--- config.mk ---
export PLATFORM = sky130hd
export DESIGN_NAME = spi_frm_master
export DESIGN_NICKNAME = d
export VERILOG_FILES = /design/src/rtl/spi_frm_pkg.sv /design/src/rtl/spi_frm_shift.sv /design/src/rtl/spi_frm_chunk.sv /design/src/rtl/spi_frm_master.sv
export SDC_FILE = /design/constraint.sdc
export NUM_CORES = 1
export LEC_CHECK = 0
export BUFFER_PORTS_ARGS = -buffer_cell sky130_fd_sc_hd__clkbuf_2
export CAP_MARGIN = 20
export CORE_MARGIN = 1.5
export CORE_UTILIZATION = 25
export DETAILED_ROUTE_END_ITERATION = 10
export PLACE_DENSITY = 0.42
export SETUP_SLACK_MARGIN = 0.15
export SLEW_MARGIN = 20
export SYNTH_ARGS = -nofsm -noshare
export SYNTH_HDL_FRONTEND = slang
export SYNTH_SLANG_ARGS = --single-unit
export TNS_END_PERCENT = 1
--- constraint.sdc ---
create_clock -name clk_i -period 6.1 [get_ports clk_i]
set_input_delay 0.915 -clock clk_i [delete_from_list [all_inputs] [get_ports clk_i]]
set_output_delay 0.915 -clock clk_i [all_outputs]
set_load 0.02 [all_outputs]
--- src/rtl/spi_frm_pkg.sv ---
package spi_frm_pkg;
  localparam int HDR_W      = 32;
  localparam int HDR_ADDR_W = 21;
  localparam int HDR_CNT_W  = 6;
  localparam int HDR_PAD_W  = 4;

  typedef enum logic [1:0] {
    ST_IDLE,
    ST_HDR,
    ST_PAY,
    ST_GAP
  } st_e;
endpackage

--- src/rtl/spi_frm_shift.sv ---
module spi_frm_shift #(
  parameter int DIV = 2,
  parameter int W   = 32
) (
  input  logic         clk_i,
  input  logic         rst_ni,
  input  logic         start_i,
  input  logic [W-1:0] data_i,
  input  logic         miso_i,
  output logic         busy_o,
  output logic         done_o,
  output logic         sclk_o,
  output logic         mosi_o,
  output logic [W-1:0] rx_o
);
  localparam int DW = (DIV > 1) ? $clog2(DIV) : 1;
  localparam int BW = $clog2(W);

  logic          busy_q, sclk_q, tick;
  logic [DW-1:0] div_q;
  logic [BW-1:0] bit_q;
  logic [W-1:0]  tx_q, rx_q;

  assign tick = busy_q && (div_q == DW'(DIV - 1));

  always_ff @(posedge clk_i or negedge rst_ni) begin
    if (!rst_ni) begin
      busy_q <= 1'b0;
      sclk_q <= 1'b0;
      div_q  <= '0;
      bit_q  <= '0;
      tx_q   <= '0;
      rx_q   <= '0;
    end else if (start_i && !busy_q) begin
      busy_q <= 1'b1;
      sclk_q <= 1'b0;
      div_q  <= '0;
      bit_q  <= '0;
      tx_q   <= data_i;
    end else if (busy_q) begin
      if (tick) begin
        div_q <= '0;
        if (!sclk_q) begin
          sclk_q <= 1'b1;
          rx_q   <= {rx_q[W-2:0], miso_i};
        end else begin
          sclk_q <= 1'b0;
          if (bit_q == BW'(W - 1)) begin
            busy_q <= 1'b0;
          end else begin
            bit_q <= bit_q + 1'b1;
            tx_q  <= {tx_q[W-2:0], 1'b0};
          end
        end
      end else begin
        div_q <= div_q + 1'b1;
      end
    end
  end

  assign busy_o = busy_q;
  assign done_o = tick && sclk_q && (bit_q == BW'(W - 1));
  assign sclk_o = sclk_q;
  assign mosi_o = busy_q & tx_q[W-1];
  assign rx_o   = rx_q;

  // mode 0: data settles while clock is low
  assert_mosi_hold_R2: assert property (@(posedge clk_i) disable iff (!rst_ni)
    sclk_q |-> $stable(mosi_o));
  assert_idle_low_R2: assert property (@(posedge clk_i) disable iff (!rst_ni)
    !busy_q |-> !sclk_q);
endmodule

--- src/rtl/spi_frm_chunk.sv ---
module spi_frm_chunk #(
  parameter int CNT_W     = 10,
  parameter int MAX_WORDS = 64,
  parameter int FW        = 7
) (
  input  logic                              write_i,
  input  logic [spi_frm_pkg::HDR_ADDR_W-1:0] addr_i,
  input  logic [CNT_W-1:0]                  rem_i,
  output logic [FW-1:0]                     words_o,
  output logic [spi_frm_pkg::HDR_W-1:0]      hdr_o
);
  import spi_frm_pkg::*;

  logic [HDR_CNT_W-1:0] cnt_fld;

  assign words_o = (rem_i > CNT_W'(MAX_WORDS)) ? FW'(MAX_WORDS) : FW'(rem_i);
  // full 64-word frame wraps to zero in the 6-bit field
  assign cnt_fld = write_i ? '0 : words_o[HDR_CNT_W-1:0];
  assign hdr_o   = {write_i, cnt_fld, addr_i, {HDR_PAD_W{1'b0}}};
endmodule

--- src/rtl/spi_frm_master.sv ---
module spi_frm_master #(
  parameter int CLK_DIV   = 2,
  parameter int GAP_CYC   = 4,
  parameter int CNT_W     = 10,
  parameter int LEN_W     = 16,
  parameter int MAX_WORDS = 64
) (
  input  logic                              clk_i,
  input  logic                              rst_ni,
  input  logic                              req_valid_i,
  output logic                              req_ready_o,
  input  logic                              req_write_i,
  input  logic [spi_frm_pkg::HDR_ADDR_W-1:0] req_addr_i,
  input  logic [LEN_W-1:0]                  req_len_i,
  input  logic [31:0]                       wr_data_i,
  input  logic                              wr_valid_i,
  output logic                              wr_ready_o,
  output logic [31:0]                       rd_data_o,
  output logic                              rd_valid_o,
  input  logic                              rd_ready_i,
  output logic                              done_o,
  output logic                              err_o,
  output logic                              sclk_o,
  output logic                              mosi_o,
  output logic                              cs_no,
  input  logic                              miso_i
);
  import spi_frm_pkg::*;

  localparam int FW = $clog2(MAX_WORDS + 1);
  localparam int GW = (GAP_CYC > 1) ? $clog2(GAP_CYC + 1) : 1;
  localparam int HW = $clog2(GAP_CYC + 2) + 1;

  st_e                   st_q;
  logic                  wr_q, cs_q, done_q, err_q, rdv_q;
  logic [HDR_ADDR_W-1:0] addr_q;
  logic [CNT_W-1:0]      rem_q;
  logic [FW-1:0]         left_q, fw;
  logic [GW-1:0]         gap_q;
  logic [31:0]           rdd_q, hdr, eng_data, eng_rx;
  logic                  eng_start, eng_busy, eng_done, pay_ok, len_ovf;

  if (LEN_W > CNT_W) begin : g_ovf
    assign len_ovf = |req_len_i[LEN_W-1:CNT_W];
  end else begin : g_no_ovf
    assign len_ovf = 1'b0;
  end

  spi_frm_chunk #(.CNT_W(CNT_W), .MAX_WORDS(MAX_WORDS), .FW(FW)) u_chunk (
    .write_i(wr_q), .addr_i(addr_q), .rem_i(rem_q), .words_o(fw), .hdr_o(hdr)
  );

  assign pay_ok     = (st_q == ST_PAY) && !eng_busy && (left_q != '0);
  assign wr_ready_o = pay_ok && wr_q;
  assign eng_start  = ((st_q == ST_HDR) && !eng_busy) ||
                      (pay_ok && (wr_q ? wr_valid_i : !rdv_q));
  assign eng_data   = (st_q == ST_HDR) ? hdr : (wr_q ? wr_data_i : '0);

  spi_frm_shift #(.DIV(CLK_DIV), .W(32)) u_shift (
    .clk_i(clk_i), .rst_ni(rst_ni), .start_i(eng_start), .data_i(eng_data),
    .miso_i(miso_i), .busy_o(eng_busy), .done_o(eng_done), .sclk_o(sclk_o),
    .mosi_o(mosi_o), .rx_o(eng_rx)
  );

  always_ff @(posedge clk_i or negedge rst_ni) begin
    if (!rst_ni) begin
      st_q   <= ST_IDLE;
      wr_q   <= 1'b0;
      cs_q   <= 1'b1;
      done_q <= 1'b0;
      err_q  <= 1'b0;
      addr_q <= '0;
      rem_q  <= '0;
      left_q <= '0;
      gap_q  <= '0;
    end else begin
      done_q <= 1'b0;
      err_q  <= 1'b0;
      unique case (st_q)
        ST_IDLE: if (req_valid_i) begin
          wr_q   <= req_write_i;
          addr_q <= req_addr_i;
          rem_q  <= req_len_i[CNT_W-1:0];
          if (len_ovf) begin
            done_q <= 1'b1;
            err_q  <= 1'b1;
          end else if (req_len_i == '0) begin
            done_q <= 1'b1;
          end else begin
            st_q <= ST_HDR;
            cs_q <= 1'b0;
          end
        end
        ST_HDR: if (eng_done) begin
          left_q <= fw;
          st_q   <= ST_PAY;
        end
        ST_PAY: if (eng_done) begin
          left_q <= left_q - 1'b1;
          if (left_q == FW'(1)) begin
            addr_q <= addr_q + HDR_ADDR_W'(fw);
            rem_q  <= rem_q - CNT_W'(fw);
            cs_q   <= 1'b1;
            gap_q  <= '0;
            st_q   <= ST_GAP;
            if (rem_q == CNT_W'(fw)) done_q <= 1'b1;
          end
        end
        ST_GAP: begin
          gap_q <= gap_q + 1'b1;
          if (gap_q == GW'(GAP_CYC - 1)) begin
            if (rem_q == '0) begin
              st_q <= ST_IDLE;
            end else begin
              st_q <= ST_HDR;
              cs_q <= 1'b0;
            end
          end
        end
        default: st_q <= ST_IDLE;
      endcase
    end
  end

  // single-word read holding buffer; next read word starts only once it drains
  always_ff @(posedge clk_i or negedge rst_ni) begin
    if (!rst_ni) begin
      rdv_q <= 1'b0;
      rdd_q <= '0;
    end else if ((st_q == ST_PAY) && eng_done && !wr_q) begin
      rdv_q <= 1'b1;
      rdd_q <= eng_rx;
    end else if (rdv_q && rd_ready_i) begin
      rdv_q <= 1'b0;
    end
  end

  assign req_ready_o = (st_q == ST_IDLE);
  assign rd_valid_o  = rdv_q;
  assign rd_data_o   = rdd_q;
  assign done_o      = done_q;
  assign err_o       = err_q;
  assign cs_no       = cs_q;

  // checker: consecutive cycles with select released
  logic [HW-1:0] hi_cnt_q;
  always_ff @(posedge clk_i or negedge rst_ni) begin
    if (!rst_ni) hi_cnt_q <= HW'(GAP_CYC);
    else if (!cs_q) hi_cnt_q <= '0;
    else if (hi_cnt_q < HW'(GAP_CYC)) hi_cnt_q <= hi_cnt_q + 1'b1;
  end

  assert_gap_R6: assert property (@(posedge clk_i) disable iff (!rst_ni)
    $fell(cs_q) |-> (hi_cnt_q >= HW'(GAP_CYC)));
  assert_sclk_sel_R6: assert property (@(posedge clk_i) disable iff (!rst_ni)
    sclk_o |-> !cs_q);
  assert_frame_cap_R5: assert property (@(posedge clk_i) disable iff (!rst_ni)
    (st_q == ST_PAY) |-> ((left_q != '0) && (left_q <= FW'(MAX_WORDS))));
  assert_rd_hold_R10: assert property (@(posedge clk_i) disable iff (!rst_ni)
    (rdv_q && !rd_ready_i) |=> (rdv_q && $stable(rdd_q)));
  assert_no_overwrite_R10: assert property (@(posedge clk_i) disable iff (!rst_ni)
    ((st_q == ST_PAY) && eng_done && !wr_q) |-> !rdv_q);
  assert_err_done_R8: assert property (@(posedge clk_i) disable iff (!rst_ni)
    err_q |-> done_q);
  assert_done_cs_R9: assert property (@(posedge clk_i) disable iff (!rst_ni)
    done_q |-> cs_q);
endmodule

### Word level (Yosys, flattened, before mapping)

Cells that the tools add are included.

| operators by class | value |
|---|---|
| add/sub/neg operators | 6 |
| magnitude comparators | 1 |
| equality and inequality tests | 16 |
| muxes and demuxes | 70 |
| bitwise logic cells | 3 |
| reductions and logical operators | 38 |

Operator list:

| kind | count |
|---|---|
| two-way mux 32 bit | 7 |
| two-way mux 21 bit | 3 |
| one-hot mux 21 bit (2 select lines) | 1 |
| two-way mux 1 bit | 32 |
| two-way mux 10 bit | 3 |
| two-way mux 5 bit | 5 |
| adder 21 x 7 -> 21 bit | 1 |
| two-way mux 7 bit | 3 |
| one-hot mux 10 bit (2 select lines) | 1 |
| logical NOT 16 bit | 1 |
| two-way mux 2 bit | 7 |
| inequality test 2 bit (second input constant) | 7 |
| one-hot mux 7 bit (2 select lines) | 1 |
| nonzero test 2 bit | 7 |
| logical AND 1 bit | 12 |
| AND reduction 4 bit | 3 |
| == test 10 x 7 -> 1 bit | 1 |
| > comparator 10 x 7 -> 1 bit (second input constant) | 1 |
| logical NOT 10 bit | 1 |
| subtractor 10 x 7 -> 10 bit | 1 |
| one-hot mux 2 bit (4 select lines) | 1 |
| AND reduction 8 bit | 1 |
| == test 7 x 1 -> 1 bit (second input constant) | 1 |
| AND reduction 7 bit | 1 |
| other kinds (24) | 32 |

| word-level totals | value |
|---|---|
| register bits after elaboration | 152 |
| input bits | 76 |
| output and inout bits | 40 |
| logic and storage cells | 151 |

### Logic depth before layout (Yosys ltp)

Gate-level depths: netlist of the first run.

| depth | value |
|---|---|
| depth after elaboration | 8 |
| mapped depth | 12 |

### Modules after synthesis

Synthesis of the first run repeated with hierarchy kept, for this count alone.

| unflattened totals | value |
|---|---|
| cell total of the unflattened synthesis | 795 |
| area, all modules | 8,339.2 um^2 |

By module, submodules not included:

| module | instances | cells each | area an instance (um^2) | sequential area each (um^2) |
|---|---|---|---|---|
| spi_frm_master | 1 | 533 | 5,016.1 | 2,003.2 |
| spi_frm_shift | 1 | 221 | 2,981.6 | 1,801.7 |
| spi_frm_chunk | 1 | 41 | 341.6 | 0.0 |

### Worst setup path before layout of the first run

OpenSTA, ideal clock, no wires.

| timing path | value |
|---|---|
| path type | reg2reg |
| start | reg rem_q[3] |
| end | reg addr_q[9] |
| library setup time | 126 ps |
| data arrival time | 2,753 ps |
| setup slack | 3,222 ps |
| cell stages (with the launch flop) | 13 |
| cell sequence | dfrtp_1 or3_1 o31ai_1 and2_1 nand2_1 inv_1 ha_1 a21o_1 a21oi_1 o311a_1 nor3b_2 mux2i_1 a221o_1 |

| between the ends | value |
|---|---|
| cells in the longest elaborated chain, start to end | 6 |

Ends and longest elaborated chain:

| element | RTL line | text |
|---|---|---|
| start, declared | spi_frm_master.sv:37 | `logic [CNT_W-1:0] rem_q;` |
| start signal, assigned | spi_frm_master.sv:83 | `rem_q <= req_len_i[CNT_W-1:0];` |
| start signal, assigned | spi_frm_master.sv:102 | `rem_q <= rem_q - CNT_W'(fw);` |
| > comparator 10 x 7 -> 1 bit | spi_frm_chunk.sv:16 | `assign words_o = (rem_i > CNT_W'(MAX_WORDS)) ? FW'(MAX_WORDS) : FW'(rem_i);` |
| two-way mux 7 bit * | spi_frm_chunk.sv:16 |  |
| adder 21 x 7 -> 21 bit * | spi_frm_master.sv:101 | `addr_q <= addr_q + HDR_ADDR_W'(fw);` |
| two-way mux 21 bit * | spi_frm_master.sv:100 | `if (left_q == FW'(1)) begin` |
| two-way mux 21 bit * | spi_frm_master.sv:98 | `ST_PAY: if (eng_done) begin` |
| one-hot mux 21 bit (2 select lines) * | spi_frm_master.sv:79 | `unique case (st_q)` |
| end signal, assigned | spi_frm_master.sv:82 | `addr_q <= req_addr_i;` |
| end signal, assigned | spi_frm_master.sv:101 |  |
| end, declared | spi_frm_master.sv:36 | `logic [HDR_ADDR_W-1:0] addr_q;` |

Every way passes the cells marked *; elsewhere a longest branch is shown, timed or not. The select of a mux whose other input is x is not followed.
A chain may end at the register's enable or synchronous reset.

### Final worst setup path of the first run

| timing path | value |
|---|---|
| start | reg rem_q[8] |
| end | reg addr_q[14] |

| between the ends | value |
|---|---|
| cells in the longest elaborated chain, start to end | 6 |

Ends and longest elaborated chain:

| element | RTL line |
|---|---|
| > comparator 10 x 7 -> 1 bit | spi_frm_chunk.sv:16 |
| two-way mux 7 bit | spi_frm_chunk.sv:16 |
| adder 21 x 7 -> 21 bit | spi_frm_master.sv:101 |
| two-way mux 21 bit | spi_frm_master.sv:100 |
| two-way mux 21 bit | spi_frm_master.sv:98 |
| one-hot mux 21 bit (2 select lines) | spi_frm_master.sv:79 |

Every way passes these cells. The select of a mux whose other input is x is not followed.

==> out/results.ini, run 1 <==
[finish]
diodes = 0
multi_input_area_um2 = 3537
fin_area_um2 = 9163
fin_nets = 932
syn2layout_area_growth_pct = 20.84
drive_above_1_share_pct = 28.00
regArea_um2 = 3805
fill_cells = 3080

[pwr]
power_density_nw_per_um2 = 467.5
power_leakage_nw = 4.249
power_frac_seq_pct = 37.1
power.combinational.fraction_pct = 38.3
p_clk_share_pct = 24.6
internal-power_mw = 2.504
ir_drop_mv = 0.2086
p_sw_share_pct = 41.55
switching_power_mw = 1.780

[timing]
setup_viol_count_final = 0
hold_slack_ns = 0.4847
rsz0062_at_grt = false
timing.fmax_ghz = 0.2971
report.final.hold_viol_count = 0
worst_slew_pin_slew_ns = 0.9833
fin_crit_ns = 3.366
clock_skew_ns = 0.01314
post-route-worst-setup-slack_ns = 2.734
slew_viol_final = 0
relSlewSlack_pct = 34.20
setup-tns-final_ns = 0
fin_crit_sh_pct = 55.18

[placed_design]
dp_hpwl_um = 15480
preCtsSetupSlack_ns = 2.812
portBuffers = 115
place_area_um2 = 8584
globalplace.congestion = 0.7880

[synth]
synth_top_area_share_pct = 49.83
yosysMostFrequentCell = dfrtp_1
synth_cell_types = 61
synthTopCellsByCount = dfrtp_1 (151), nand2_1 (95), mux2_2 (68)
syn_area_um2 = 7582
yosysWarnings = 0
ys_async_sr_fraction_pct = 100.0
yosysSeqAreaShare_pct = 50.18
synth-edff-count = 0
syn_nets = 826
syn_inst = 731
ys_ff_latch = 152
yosysTopAreaCell = dfrtp_1
avgSynthCellArea_um2 = 10.37
synthTopCellsByArea = dfrtp_1 (50%), mux2_2 (10%), nand2_1 (4.7%), a21oi_1 (3.8%), a221o_1 (3.4%)
synthFlopType = dfrtp_1

[worst_setup_path]
cp_data_arrival_time_ns = 3.68
startpoint_type = flop
cp_max_fo = 8
critPathKind = reg2reg
critPathRequiredTime_ns = 6.42
cp-end-kind = flop

[floorplanning]
coreArea_um2 = 29720
die_x_um = 177.2
initial_core_util_pct = 25.51
die_area_um2 = 31380
io_pins = 116
num_rows = 63
die_h_um = 177.2

[global_route]
grt_max_degree = 71
grt_pass1_wl_um = 34630
grt_overflow_total = 0
grtUsageTotal_pct = 14.44
grt_pass1_vias = 6003
antenna_found_initial = 0

[routing]
via_count = 6012
drc = 0
firstDrtPassIters = 5
drtAntennaViolNets = 0
wire_per_inst_um = 17.62
drt_iter0_drc = 398
routed_wl_um = 21850
vias_per_cell = 4.848

[cts]
clk_pin_slew_worst_paths_ns = 0.07
ctsResizeCount = 0
ctsHoldBuffers = 0
cts_tree = yes
clk_latency_ns = 0.43
htreeDepth = 4
cts_inserted_buffers = 17
cts_root_buf = clkbuf_16
postCtsSetupRepairBufs = 0
cts_sinks = 152
clk_path_buf_depth = 2

[run_status]
status = finished clean

[job]
cap_violations = 0

[worst_hold_path]
hold_path_class = reg2reg

## layout by cell type, fill, tap and decap left out, types with 7 or more instances in the layout
| cell type | instances |
|---|---|
| clkbuf_2 | 114 |
| a221o_1 | 26 |
| o22ai_1 | 18 |
| a21o_1 | 7 |
| inv_1 | 22 |
| nor2_1 | 33 |
| a21oi_1 | 57 |
| clkbuf_16 | 17 |
| nand3_1 | 15 |
| nor3_1 | 16 |
| nand4_1 | 11 |
| ha_1 | 17 |
| inv_8 | 7 |
| buf_4 | 12 |
| o21ai_0 | 36 |
| and2_1 | 8 |
| and3_1 | 9 |
| a31oi_1 | 8 |
| dfrtp_1 | 151 |
| nand2_1 | 95 |
| mux2_2 | 68 |
| mux2i_1 | 18 |
## layer usage
metal / up-vias / share of wire [%] / wire length (µm) / track usage (%)
li1: 2893 / - / - / -
met1: 2969 / 49 / 10810 / 20.79
met2: 138 / 45 / 9859 / 21.88
met3: 12 / 4.8 / 1049 / 3.028
met4: 0 / 0.59 / 130 / 3.531
met5: - / 0 / 0 / 0
## sequential cells by signal, indices dropped and copies added, names as in the netlist
signal	cells
addr_q	21
cs_no	1
done_o	1
err_o	1
gap_q	3
left_q	7
rd_data_o	32
rd_valid_o	1
rem_q	10
st_q	2
u_shift.bit_q	5
u_shift.busy_o	1
u_shift.div_q	1
u_shift.rx_o	32
u_shift.sclk_o	1
u_shift.tx_q	32
wr_q	1
## critical path, cell delays in order, from the launching register on
cell and delay, ns:
dfrtp_1 0.43, nor3_1 0.71, and3_1 0.32, ha_1 0.29, o21a_1 0.20, o21ai_0 0.53
a21oi_1 0.23, and2_1 0.25, a211oi_1 0.23, nor3_1 0.07
## worst paths after layout
kind	from	end	slack, ns	depth (start not counted)
max	rem_q[8]$_DFFE_PN0P_	addr_q[14]$_DFFE_PN0P_	2.73	9
min	gap_q[2]$_DFFE_PN0P_	gap_q[2]$_DFFE_PN0P_	0.48	2
max reg2reg	rem_q[8]$_DFFE_PN0P_	addr_q[14]$_DFFE_PN0P_	2.73	9
min reg2reg	gap_q[2]$_DFFE_PN0P_	gap_q[2]$_DFFE_PN0P_	0.48	2
max in group asynchronous	rst_ni	u_shift.bit_q[1]$_DFFE_PN0P_	4.52	2
min in group asynchronous	rst_ni	rd_data_o[26]$_DFFE_PN0P_	0.49	1
## kinds of logic (layout without fill, tap and decap cells)
kind of cell             after synthesis  count (layout)  synth area share, %
adder cells (fa/ha/maj)               20              20                3.366
flip-flops                           152             152                50.18
XOR/XNOR                               8               8               0.9241
buffers and inverters                 62             181                3.383
multiplexers                          86              86                12.48
other                                  1               1              0.04946
AND/OR/NAND/NOR                      217             217                13.40
AO/OA/AOI/OAI                        185             185                16.22
## power by group through the flow
| stage | combinational (mW) | sequential [mW] | clock, mW |
|---|---|---|---|
| floorplan | 1.29 | 1.48 | 0 |
| global placement | 1.66 | 1.61 | 0 |
| detailed placement | 1.66 | 1.61 | 0 |
| CTS | 1.66 | 1.59 | 1.09 |
| global route | 1.84 | 1.64 | 1.14 |
| finish | 1.64 | 1.59 | 1.05 |
## area by class of cell
class | instances | share of cell area [%]
inverters | 22 | 0.9013
well taps | 390 | 5.326
clock inverters | 15 | 1.666
flip-flops and latches | 152 | 41.53
multi-input cells | 517 | 38.60
repair buffers | 127 | 7.333
clock buffers | 17 | 4.643
## through the flow
step           total power [mW]  instances  utilization (%)
6_report                  4.284       1240            30.83
5_1_grt                   4.617       1240            30.83
4_1_cts                   4.340       1240            30.83
3_5_place_dp              3.264       1208            28.89
3_3_place_gp              3.267       1208            28.89
2_1_floorplan             2.768        731                -
(Power assumes the default switching activity.)
==> run 2, diff against run 1 <==
- ABC_AREA: not set -> 1
- PLACE_DENSITY: 0.42 -> 0.43
- clock period: 6.1 -> 2.8 ns (I/O delays scaled with it)
==> out/results.ini, run 2 <==
[global_route]
grt_overflow_total = 0
grtUsageTotal_pct = 14.62
grt_pass1_vias = 6622
grt_max_degree = 66
antenna_found_initial = 2
grt_pass1_wl_um = 37270

[synth]
yosysMostFrequentCell = nand2_1
synthTopCellsByArea = dfrtp_1 (48%), nand2_1 (11%), o21ai_0 (6.8%), inv_1 (5.5%), nand3_1 (4.0%)
synthFlopType = dfrtp_1
syn_nets = 1064
syn_area_um2 = 7800
avgSynthCellArea_um2 = 8.050
synth_top_family_by_area = simple AND/OR/NAND/NOR gates
yosysSeqAreaShare_pct = 48.78
synthXorXnorAreaFrac_pct = 1.347
yosysWarnings = 0
synth_mux_area_share_pct = 0.2727
yosysTopAreaCell = dfrtp_1
ys_async_sr_fraction_pct = 100.0
synth_top_area_share_pct = 48.44
ys_ff_latch = 152
synthTopCellsByCount = nand2_1 (229), dfrtp_1 (151), inv_1 (115)
synthAdderAreaFrac_pct = 3.144
synth_compound_area_share_pct = 15.54
syn_inst = 969
synthSimpleGateAreaFrac_pct = 22.51
synth-edff-count = 0
synth_cell_types = 45

[cts]
clk_latency_ns = 0.43
cts_tree = yes
htreeDepth = 4
clk_pin_slew_worst_paths_ns = 0.07
clk_path_buf_depth = 2
cts_inserted_buffers = 17
cts_root_buf = clkbuf_16
cts_sinks = 152

[worst_setup_path]
cp-end-kind = flop
critPathRequiredTime_ns = 3.15
crit_path_top_delay_cell = dfrtp_1
crit_chain = inv_2, nand2_1, nor2_2, nand3_2, nand2_4, nand2_2, inv_2, ha_2, inv_1, fa_2, o21ai_2, nand2_1, nand2_2, buf_4, nand2_1, nand2_1, xor2_1, nor2_1, o22ai_1
slowest_delay_ns = 0.40
crit_top_cell = nand2_1
critPathKind = reg2reg
cp_data_arrival_time_ns = 2.93
startpoint_type = flop
cp_max_fo = 4

[timing]
hold_slack_ns = -0.01359
setup-tns-final_ns = 0
worst_slew_pin_slew_ns = 0.9666
timing.fmax_ghz = 0.3883
slew_viol_final = 0
post-route-worst-setup-slack_ns = 0.2246
clock_skew_ns = 0.01027
report.final.hold_viol_count = 4
fin_crit_ns = 2.575
fin_crit_sh_pct = 91.98
rsz0062_at_grt = true
relSlewSlack_pct = 35.33
setup_viol_count_final = 0

[placed_design]
globalplace.congestion = 0.7970
dp_hpwl_um = 16540
preCtsSetupSlack_ns = 0.02557
place_area_um2 = 8939
placed_cells = 1461
portBuffers = 115

[finish]
fin_nets = 1187
drive_above_1_share_pct = 20.72
final_core_util_pct = 31.34
final_common_cell = nand2_1
fin_area_um2 = 9613
diodes = 0
layout.cells.non_filler = 1501
final_cell_mix = nand2_1 (226), dfrtp_1 (151), clkbuf_2 (114)
syn2layout_area_growth_pct = 23.24

[worst_hold_path]
hold_path_class = in2async

[routing]
routed_wl_um = 23170
via_count = 6848
vias_per_cell = 4.562
drt_iter0_drc = 404
drc = 0
firstDrtPassIters = 5
wire_per_inst_um = 15.43
drtAntennaViolNets = 0

[job]
cap_violations = 0

[floorplanning]
die_h_um = 179.6
io_pins = 116
initial_core_util_pct = 25.43
coreArea_um2 = 30670
die_x_um = 179.6
num_rows = 64
die_area_um2 = 32270

[pwr]
power_leakage_nw = 4.609
finalPower_mw = 4.633
ir_drop_mv = 0.3954
power_density_nw_per_um2 = 482.0

[run_status]
violations = hold timing
status = finished, violations left

-- run 2: final cells by class --
type	instances	area, µm²
multi-input combinational	650	3398
tap	396	495.5
timing repair buffer	147	872.1
clock buffer	21	460.4
sequential	152	3805
inverter	124	470.5
fill	3347	21060
clock inverter	11	111.4
-- run 2: repair_timing --
item                                    in CTS  in global routing
pin swaps                                    5                  6
resized for setup                            3                 17
endpoints found under the setup margin       7                 17
buffers inserted                             3                  5
hold buffers                                 0                  0
-- run 2: worst max-delay path, delay by kind of cell, from the launching register on --
kind | cells | cell delay (ns)
AND/OR/NAND/NOR | 10 | 0.83
flip-flops | 1 | 0.40
adder cells (fa/ha/maj) | 2 | 0.53
AO/OA/AOI/OAI | 2 | 0.25
buffers and inverters | 4 | 0.32
XOR/XNOR | 1 | 0.15
-- run 2: layer usage --
metal  share of wire, %  wire, µm  track usage (%)
met1                 47     10820            19.61
met2                 47     10780            23.18
met3                5.9      1368            4.113
met4               0.78       181            3.600
met5              0.052        12                0
-- run 2: path summary, 6_finish.rpt --
check                           slack, ns                      endpoint  depth (start not counted)                          from
worst max-delay path                 0.22         addr_q[6]$_DFFE_PN0P_                         19          rem_q[1]$_DFFE_PN0P_
worst min-delay path                -0.01   u_shift.tx_q[2]$_DFFE_PN0P_                          1                        rst_ni
worst max register to register       0.22         addr_q[6]$_DFFE_PN0P_                         19          rem_q[1]$_DFFE_PN0P_
worst min register to register       0.48  u_shift.rx_o[14]$_DFFE_PN0P_                          2  u_shift.rx_o[14]$_DFFE_PN0P_
max in group asynchronous            2.04             cs_no$_DFFE_PN1P_                          2                        rst_ni
min in group clk_i                   0.17        rd_valid_o$_DFFE_PN0P_                          2                    rd_ready_i
-- run 2: power breakdown --
| group | switching (mW) | leakage, nW | internal (mW) | total, mW |
|---|---|---|---|---|
| combinational | 0.0805 | 2.51 | 0.0522 | 0.133 |
| clock | 1.00 | 0.275 | 1.29 | 2.29 |
| sequential | 0.00520 | 1.83 | 2.21 | 2.21 |
-- run 2: cell families after synthesis --
family,count (synthesis)
muxes,2
other,1
and+or+nand+nor,407
buffers and inverters,167
xor gates and xnor gates,12
AOI/OAI and AO/OA,209
adders and majority gates,19
DFF,152
